<file path="src/rtl/bcr_pkg.sv">
package bcr_pkg;
  localparam int unsigned NUM_CHARS = 8;
  localparam int unsigned CHAR_W    = 8;

  localparam logic [19:0] OFF_SWITCH = 20'h00200;
  localparam logic [19:0] OFF_STATUS = 20'h00208;
  localparam logic [19:0] OFF_JUMPER = 20'h00210;
  localparam logic [19:0] OFF_LED    = 20'h00408;
  localparam logic [19:0] OFF_WORD   = 20'h00410;
  localparam logic [19:0] OFF_POS0   = 20'h00418;
  localparam logic [19:0] POS_STEP   = 20'h00008;
  localparam logic [19:0] OFF_SRST   = 20'h00500;
  localparam logic [19:0] OFF_BRK    = 20'h00508;
  localparam logic [19:0] OFF_GPOUT  = 20'h00A00;
  localparam logic [19:0] OFF_GPIN   = 20'h00A08;
  localparam logic [19:0] OFF_TWIIN  = 20'h00B00;
  localparam logic [19:0] OFF_TWIOE  = 20'h00B08;
  localparam logic [19:0] OFF_TWIOUT = 20'h00B10;
  localparam logic [19:0] OFF_TWISEL = 20'h00B18;

  localparam logic [7:0]  BRK_RST    = 8'h0A;
  localparam logic [31:0] TWI_IN_RST = 32'h3;
  localparam logic [31:0] TWI_OUT_RST= 32'h3;
  localparam logic [7:0]  BLANK_CHAR = 8'h20;

  function automatic logic [7:0] hex_ascii(input logic [3:0] n);
    return (n < 4'd10) ? (8'h30 + {4'h0, n}) : (8'h37 + {4'h0, n});
  endfunction
endpackage

</file>
<file path="src/rtl/bcr_disp.sv">
module bcr_disp
  import bcr_pkg::*;
#(
  parameter int unsigned N = NUM_CHARS
) (
  input  logic              clk_i,
  input  logic              rst_ni,
  input  logic              word_we_i,
  input  logic [N-1:0]      pos_we_i,
  input  logic [4*N-1:0]    word_i,
  input  logic [7:0]        char_i,
  output logic [8*N-1:0]    disp_o
);
  for (genvar k = 0; k < N; k++) begin : g_char
    always_ff @(posedge clk_i or negedge rst_ni) begin
      if (!rst_ni)           disp_o[8*k +: 8] <= BLANK_CHAR;
      else if (word_we_i)    disp_o[8*k +: 8] <= hex_ascii(word_i[4*(N-1-k) +: 4]);
      else if (pos_we_i[k])  disp_o[8*k +: 8] <= char_i;
    end
  end

  a_r5_disp_hold: assert property (@(posedge clk_i) disable iff (!rst_ni)
    !$past(word_we_i || (|pos_we_i)) |-> $stable(disp_o));
  a_r4_hex_range: assert property (@(posedge clk_i) disable iff (!rst_ni)
    $past(word_we_i) |-> ((disp_o[7:0] >= 8'h30 && disp_o[7:0] <= 8'h39) ||
                          (disp_o[7:0] >= 8'h41 && disp_o[7:0] <= 8'h46)));
endmodule

</file>
<file path="src/rtl/bcr_misc.sv">
module bcr_misc
  import bcr_pkg::*;
(
  input  logic       clk_i,
  input  logic       rst_ni,
  input  logic       led_we_i,
  input  logic       brk_we_i,
  input  logic       gp_we_i,
  input  logic       key_hit_i,
  input  logic [7:0] byte_i,
  output logic [7:0] leds_o,
  output logic [7:0] brk_o,
  output logic [7:0] gpout_o,
  output logic       rst_req_o
);
  always_ff @(posedge clk_i or negedge rst_ni) begin
    if (!rst_ni) begin
      leds_o    <= '0;
      brk_o     <= BRK_RST;
      gpout_o   <= '0;
      rst_req_o <= 1'b0;
    end else begin
      if (led_we_i) leds_o  <= byte_i;
      if (brk_we_i) brk_o   <= byte_i;
      if (gp_we_i)  gpout_o <= byte_i;
      rst_req_o <= key_hit_i;
    end
  end

  a_r6_one_cycle: assert property (@(posedge clk_i) disable iff (!rst_ni)
    rst_req_o |=> !rst_req_o);
  a_r6_cause: assert property (@(posedge clk_i) disable iff (!rst_ni)
    rst_req_o |-> $past(key_hit_i));
  a_r3_leds_hold: assert property (@(posedge clk_i) disable iff (!rst_ni)
    !$past(led_we_i) |-> $stable(leds_o));
endmodule

</file>
<file path="src/rtl/bcr_twi.sv">
module bcr_twi
  import bcr_pkg::*;
(
  input  logic        clk_i,
  input  logic        rst_ni,
  input  logic        oe_we_i,
  input  logic        out_we_i,
  input  logic        sel_we_i,
  input  logic [31:0] wdata_i,
  input  logic        sda_i,
  output logic [1:0]  oe_o,
  output logic [31:0] out_o,
  output logic        sel_o,
  output logic [31:0] in_o,
  output logic        scl_o,
  output logic        sda_o
);
  always_ff @(posedge clk_i or negedge rst_ni) begin
    if (!rst_ni) begin
      oe_o  <= '0;
      out_o <= TWI_OUT_RST;
      sel_o <= 1'b1;
    end else begin
      if (oe_we_i)  oe_o  <= wdata_i[1:0];
      if (out_we_i) out_o <= wdata_i;
      if (sel_we_i) sel_o <= wdata_i[0];
    end
  end

  assign scl_o = out_o[1];
  assign sda_o = out_o[0];
  assign in_o  = {TWI_IN_RST[31:1], sda_i};

  a_r8_lines_hold: assert property (@(posedge clk_i) disable iff (!rst_ni)
    !$past(out_we_i) |-> ($stable(scl_o) && $stable(sda_o)));
  a_r8_lines_follow: assert property (@(posedge clk_i) disable iff (!rst_ni)
    $past(out_we_i) |-> (scl_o == $past(wdata_i[1]) && sda_o == $past(wdata_i[0])));
endmodule

</file>
<file path="src/rtl/board_ctrl_regs.sv">
module board_ctrl_regs
  import bcr_pkg::*;
#(
  parameter bit          BIG_ENDIAN = 1'b0,
  parameter int unsigned DEC_W      = 20,
  parameter logic [31:0] SRST_KEY   = 32'h0000_0042
) (
  input  logic                    clk_i,
  input  logic                    rst_ni,
  input  logic                    bus_valid_i,
  input  logic                    bus_write_i,
  input  logic [31:0]             bus_addr_i,
  input  logic [31:0]             bus_wdata_i,
  output logic [31:0]             bus_rdata_o,
  output logic [7:0]              leds_o,
  output logic [8*NUM_CHARS-1:0]  disp_o,
  output logic                    sys_rst_req_o,
  output logic                    scl_o,
  output logic                    sda_o,
  input  logic                    sda_i
);
  localparam logic [31:0] STATUS_VAL = BIG_ENDIAN ? 32'h12 : 32'h10;

  logic [19:0] off;
  logic        we, re;
  logic [31:0] unused_addr;
  assign off         = 20'(bus_addr_i[DEC_W-1:0]);
  assign unused_addr = bus_addr_i;
  assign we = bus_valid_i &&  bus_write_i;
  assign re = bus_valid_i && !bus_write_i;

  logic [NUM_CHARS-1:0] pos_we;
  for (genvar k = 0; k < NUM_CHARS; k++) begin : g_pos
    assign pos_we[k] = we && (off == OFF_POS0 + POS_STEP * 20'(k));
  end

  logic [7:0]  leds, brk, gpout;
  logic [1:0]  twi_oe;
  logic [31:0] twi_out, twi_in;
  logic        twi_sel;

  bcr_disp #(.N(NUM_CHARS)) i_disp (
    .clk_i, .rst_ni,
    .word_we_i (we && off == OFF_WORD),
    .pos_we_i  (pos_we),
    .word_i    (bus_wdata_i),
    .char_i    (bus_wdata_i[7:0]),
    .disp_o
  );

  bcr_misc i_misc (
    .clk_i, .rst_ni,
    .led_we_i  (we && off == OFF_LED),
    .brk_we_i  (we && off == OFF_BRK),
    .gp_we_i   (we && off == OFF_GPOUT),
    .key_hit_i (we && off == OFF_SRST && bus_wdata_i == SRST_KEY),
    .byte_i    (bus_wdata_i[7:0]),
    .leds_o    (leds),
    .brk_o     (brk),
    .gpout_o   (gpout),
    .rst_req_o (sys_rst_req_o)
  );

  bcr_twi i_twi (
    .clk_i, .rst_ni,
    .oe_we_i  (we && off == OFF_TWIOE),
    .out_we_i (we && off == OFF_TWIOUT),
    .sel_we_i (we && off == OFF_TWISEL),
    .wdata_i  (bus_wdata_i),
    .sda_i,
    .oe_o     (twi_oe),
    .out_o    (twi_out),
    .sel_o    (twi_sel),
    .in_o     (twi_in),
    .scl_o,
    .sda_o
  );

  assign leds_o = leds;

  always_comb begin
    bus_rdata_o = '0;
    if (re) begin
      case (off)
        OFF_STATUS: bus_rdata_o = STATUS_VAL;
        OFF_LED:    bus_rdata_o = {24'h0, leds};
        OFF_BRK:    bus_rdata_o = {24'h0, brk};
        OFF_GPOUT:  bus_rdata_o = {24'h0, gpout};
        OFF_GPIN:   bus_rdata_o = twi_sel ? twi_out : 32'h0;
        OFF_TWIIN:  bus_rdata_o = twi_in;
        OFF_TWIOE:  bus_rdata_o = {30'h0, twi_oe};
        OFF_TWIOUT: bus_rdata_o = twi_out;
        OFF_TWISEL: bus_rdata_o = {31'h0, twi_sel};
        default:    bus_rdata_o = '0;
      endcase
    end
  end

  a_r1_idle_zero: assert property (@(posedge clk_i) disable iff (!rst_ni)
    !re |-> bus_rdata_o == 32'h0);
  a_r9_twiin_sda: assert property (@(posedge clk_i) disable iff (!rst_ni)
    (re && off == OFF_TWIIN) |-> bus_rdata_o[0] == sda_i);
endmodule

</file>
<file path="config.mk">
export PLATFORM = sky130hd
export DESIGN_NAME = board_ctrl_regs
export DESIGN_NICKNAME = d
export VERILOG_FILES = /design/src/rtl/bcr_pkg.sv /design/src/rtl/bcr_disp.sv /design/src/rtl/bcr_misc.sv /design/src/rtl/bcr_twi.sv /design/src/rtl/board_ctrl_regs.sv
export SDC_FILE = /design/constraint.sdc
export NUM_CORES = 1
export LEC_CHECK = 0
export BUFFER_PORTS_ARGS = -buffer_cell sky130_fd_sc_hd__buf_2
export CORE_MARGIN = 1
export CORE_UTILIZATION = 45
export DETAILED_ROUTE_END_ITERATION = 8
export GPL_TIMING_DRIVEN = 0
export PLACE_DENSITY = 0.69
export SYNTH_ARGS = -nofsm -noshare
export SYNTH_HDL_FRONTEND = slang
export SYNTH_SLANG_ARGS = --single-unit
</file>
<file path="constraint.sdc">
create_clock -name clk_i -period 2.6 [get_ports clk_i]
set_input_delay 0.13 -clock clk_i [delete_from_list [all_inputs] [get_ports clk_i]]
set_output_delay 0.13 -clock clk_i [all_outputs]
set_load 0.01 [all_outputs]
</file>
## Yosys cells after proc, flatten, opt, wreduce, memory -nomap -nowiden

Cells that the tools add are included.

| cells by class | value |
|---|---|
| add/subtract/negate cells | 16 |
| magnitude comparators | 8 |
| equal/unequal tests | 20 |
| mux-type cells | 27 |
| reduce and logical (&&, ||, !) cells | 28 |

Operator list:

| operator | number |
|---|---|
| $pmux W32 S9 | 1 |
| $eq A20 B11 Y1 const B | 12 |
| $mux W8 | 24 |
| $eq A20 B12 Y1 const B | 6 |
| $add A6 B4 Y7 const A | 16 |
| $mux W32 | 2 |
| $eq A32 B7 Y1 const B | 1 |
| $lt A4 B4 Y1 const B | 8 |
| $eq A20 B10 Y1 const B | 1 |
| $logic_and A1 B1 Y1 | 19 |
| $reduce_bool A2 Y1 | 8 |
| $logic_not A1 Y1 | 1 |

| word-level totals | value |
|---|---|
| register bits after elaboration | 124 |
| input bits | 69 |
| output and inout port bits | 107 |
| logic and storage cells | 114 |

## Logic depth before layout (Yosys ltp)

| depth | value |
|---|---|
| word-level depth | 4 |
| depth in mapped cells | 8 |
| gate-level depth less buffers | 6 |

## By module

A second synthesis with hierarchy kept.

| unflattened totals | value |
|---|---|
| cell total of the unflattened synthesis | 699 |
| area total of the unflattened synthesis | 7544.7 um2 |

Modules (own cells, without submodules):

| module | instances | cells an instance | area an instance (um2) | seq. area each (um2) |
|---|---|---|---|---|
| bcr_disp | 1 | 349 | 3507.1 | 1611.5 |
| bcr_twi | 1 | 110 | 1720.4 | 879.6 |
| board_ctrl_regs | 1 | 188 | 1295.0 | 0.0 |
| bcr_misc | 1 | 52 | 1022.2 | 628.1 |

## Worst setup path after synthesis

No wires, ideal clock.

| path | value |
|---|---|
| kind | input to output |
| start | input bus_addr_i[5] |
| end | output bus_rdata_o[2] |
| arrival | 2.076 ns |
| required time | 2.470 ns |
| path slack | 0.394 ns |
| stages on the path | 7 |
| buffers on the path | 2 |
| path through | buf_2 or4_1 nor4_4 and2_0 clkbuf_1 nand2_1 a311oi_1 |

| between the ends | value |
|---|---|
| word-level cells in the longest chain between the ends | 3 |
| elaborated cells between the ends (all ways) | 11 |
| classes of those cells | 9 x eq/ne; 2 x mux |

Ends and longest elaborated chain:

| item | RTL line | text |
|---|---|---|
| start, declared | board_ctrl_regs.sv:12 | `input logic [31:0] bus_addr_i,` |
| $eq A20 B12 Y1 (tied with other cells) | board_ctrl_regs.sv:84 | `case (off)` |
| $pmux W32 S9 * | board_ctrl_regs.sv:84 |  |
| $mux W32 * | board_ctrl_regs.sv:83 | `if (re) begin` |
| end, declared | board_ctrl_regs.sv:14 | `output logic [31:0] bus_rdata_o,` |

Mark *: on every way between the ends. The rest lies on a longest branch, timed or not.

## Worst setup path after layout

| path | value |
|---|---|
| start | input bus_addr_i[13] |
| end | output bus_rdata_o[14] |

Same word-level chain as after synthesis.

==> reports/results.tsv <==
stage	metric	value	unit
synth	synthDominantCellAreaShare	39.9	%
worst_setup_path	worstPathArrival	2.46	ns
place	io_buffers	157	
finish	layout.nets	995	
sta	finClkSkew	0	ns
global_routing	grt_pass1_vias	6213	
cts	tritoncts	done	
synth	synth-edff-count	0	
global_routing	grt_usage	29.2	%
finish	drive_gt1_share	30.6	%
worst_setup_path	required	2.47	ns
route	wl_per_cell	20.3	um
worst_hold_path	min_path_type	in2reg	
power	leakage	0.00419	uW
worst_setup_path	end_kind	output port	
cts	insertion_delay	0.43	ns
synth	syn_nets	813	
synth	ys_ff_latch	124	
sta	final-hold-violation-count	0	
global_routing	grt_overflow	0	
cts	h-tree-depth	4	
route	drcViolationCount	0	
finish	fillCellCount	1335	
sta	layout_min_cycle_time	2.59	ns
power	p_per_area	527	nW/um^2
die	ios	176	
route	first_pass_iters	5	
synth	ys_seq_area_share	44.8	%
die	rows	45	
sta	max_freq	0.386	GHz
global_routing	antenna_found_initial	1	
sta	rsz0062_at_grt	yes	
synth	netlist_top_cells_count	111 x dfrtp_1, 80 x o21ai_0, 53 x nand2_1	
worst_setup_path	path_max_fanout	10	
cts	numClockSinks	124	
route	drt-vias-per-instance	5.89	
synth	synth_cell_types	56	
sta	setup_violations	0	
cts	ctsRootBufferMaster	clkbuf_16	
synth	syn_area	6970	um^2
worst_setup_path	rr_worst_depth	2	
die	die_x	126	um
place	gp_congestion	0.926	
worst_setup_path	crit_path_start_kind	input port	
synth	yosysTopAreaCell	dfrtp_1	
synth	async_reset_ff_share	100	%
route	via_count	6543	
sta	finalSetupTns	0	ns
synth	synth.avg_cell_area	9.57	um^2
cts	cts_buffer_depth	2	
status	status	complete, no violations	
route	routed_wl	22500	um
sta	tightest_slew	0.978	ns
finish	final_core_util	57.5	%
finish	antenna_cells	0	
sta	slew_headroom	34.6	%
place	hpwlAfterDp	16200	um
route	ant_nets	0	
synth	yosys-top-cells-area	dfrtp_1 40%, mux2_2 6.0%, o21ai_0 5.7%	
sta	slew_violations	0	
die	core	15100	um^2
die	design.die.area	16000	um^2
die	die_y	126	um
synth	synthCells	728	
worst_hold_path	hold_depth	2	
worst_setup_path	crit_type	in2out	
cts	clk_pin_slew_worst_paths	0.06	ns
synth	synthFlopType	dfrtp_1	
finish	area_growth	25.1	%
power	ir_drop	480	uV
route	drt-initial-drc-count	599	
global_routing	grt_pass1_wl	35000	um
die	start_util	46.0	%
cts	cts_buffers	17	
global_routing	grt_max_degree	92	
synth	synth.most_common_cell	dfrtp_1	
flow_run	cap_viol_max_count	0	
sta	fin_crit_sh	99.6	%
synth	yosys_warnings	0	
[placed cells by master (no fill, tap or decap), types with 7 or more instances in the layout]
master	count
nand3_1	43
a211oi_1	8
mux2i_1	38
clkbuf_1	40
xnor2_1	10
a311oi_1	8
a31oi_1	7
clkbuf_16	17
nor4_4	8
a21oi_1	37
o31ai_1	10
nand4_1	11
mux2_2	37
nor3_1	36
inv_1	28
dfstp_2	13
dfrtp_1	111
buf_2	170
ha_1	16
nand2_1	53
nor2_1	38
o21ai_0	79
[cell type report]
type / instances / area (um^2) / area share [%]
Timing Repair Buffer: 163 / 860 / 9.86
Clock buffer: 25 / 515 / 5.92
Clock inverter: 7 / 60.1 / 0.689
Inverter: 28 / 105 / 1.21
Sequential cell: 124 / 3120 / 35.8
Buffer: 57 / 238 / 2.73
Multi-Input combinational cell: 519 / 3580 / 41.1
Tap cell: 188 / 235 / 2.70
[critical path: stages]
cell      delay, ns
buf_2          0.12
or4_1          0.52
clkbuf_1       0.26
nor4_2         0.41
a221oi_2       0.17
clkbuf_2       0.27
nor3_1         0.38
buf_2          0.21
[power by group]
part	switching [uW]	internal (uW)	total [uW]	leakage [uW]
registers	0.0263	1930	1930	0.00165
logic	252	102	354	0.00224
clock network	850	1450	2300	0.000293
total	1100	3490	4590	0.00419
[final timing paths]
kind                                                     from                       endpoint  slack [ns]
worst max-delay path                           bus_addr_i[13]                bus_rdata_o[14]        0.01
worst min-delay path                          bus_wdata_i[15]    i_twi.out_o[15]$_DFFE_PN0P_        0.02
worst max register to register  i_disp.disp_o[41]$_DFFE_PN0P_  i_disp.disp_o[41]$_DFFE_PN0P_        1.60
worst min register to register  i_disp.disp_o[13]$_DFFE_PN1P_  i_disp.disp_o[13]$_DFFE_PN1P_        0.47
max in group asynchronous                              rst_ni  i_disp.disp_o[21]$_DFFE_PN1P_        1.67
min in group asynchronous                              rst_ni   i_misc.leds_o[1]$_DFFE_PN0P_        0.16
[kinds of logic after synthesis]
| group | share of synthesized area (%) |
|---|---|
| AND/OR/NAND/NOR | 19.6 |
| flip-flops | 44.8 |
| buffers and inverters | 4.83 |
| AO/OA/AOI/OAI | 14.6 |
| multiplexers | 11.9 |
| adder cells (fa/ha/maj) | 2.87 |
| XOR/XNOR | 1.38 |
[per-layer routing]
layer  wire length, um  GRT usage [%]  part of all wire [%]  vias to the layer above
met1              9690           39.6                    43                     3140
li1                  -              -                     -                     3026
met2             10000           43.7                    45                      322
met4               752           12.8                   3.3                        0
met3              2060           8.27                   9.1                       55
met5                 0              0                     0                        -
[registers in the layout (all words and copies together), names as in the netlist]
| name | count |
|---|---|
| i_disp.disp_o | 64 |
| i_twi.out_o | 32 |
| i_misc.brk_o | 8 |
| i_misc.gpout_o | 8 |
| i_misc.leds_o | 8 |
| i_twi.oe_o | 2 |
| i_misc.rst_req_o | 1 |
| i_twi.sel_o | 1 |
[metrics by stage]
stage	power [uW]	std cells	worst slack (ns)	hold WS, ns	area (um^2)
final	4590	1111	0.0106	0.0189	8710
after detailed placement	2300	1074	-0.336	0.0405	8020
after floorplan	2120	728	0.394	-0.166	6970
after CTS	4610	1109	0.0386	0.00131	8690
after global routing	4730	1111	-0.0142	0.0195	8710
after global placement	2290	1073	-0.331	0.445	7990
[timing repair]
item | 4_1_cts | 5_1_grt
endpoints found under the setup margin | 32 | 31
pin swaps | 1 | 2
hold buffers | 1 | 0
resized for setup | 10 | 10
setup buffers | 2 | 2
hold endpoints to repair | 33 | 0
(Power assumes the default switching activity.)
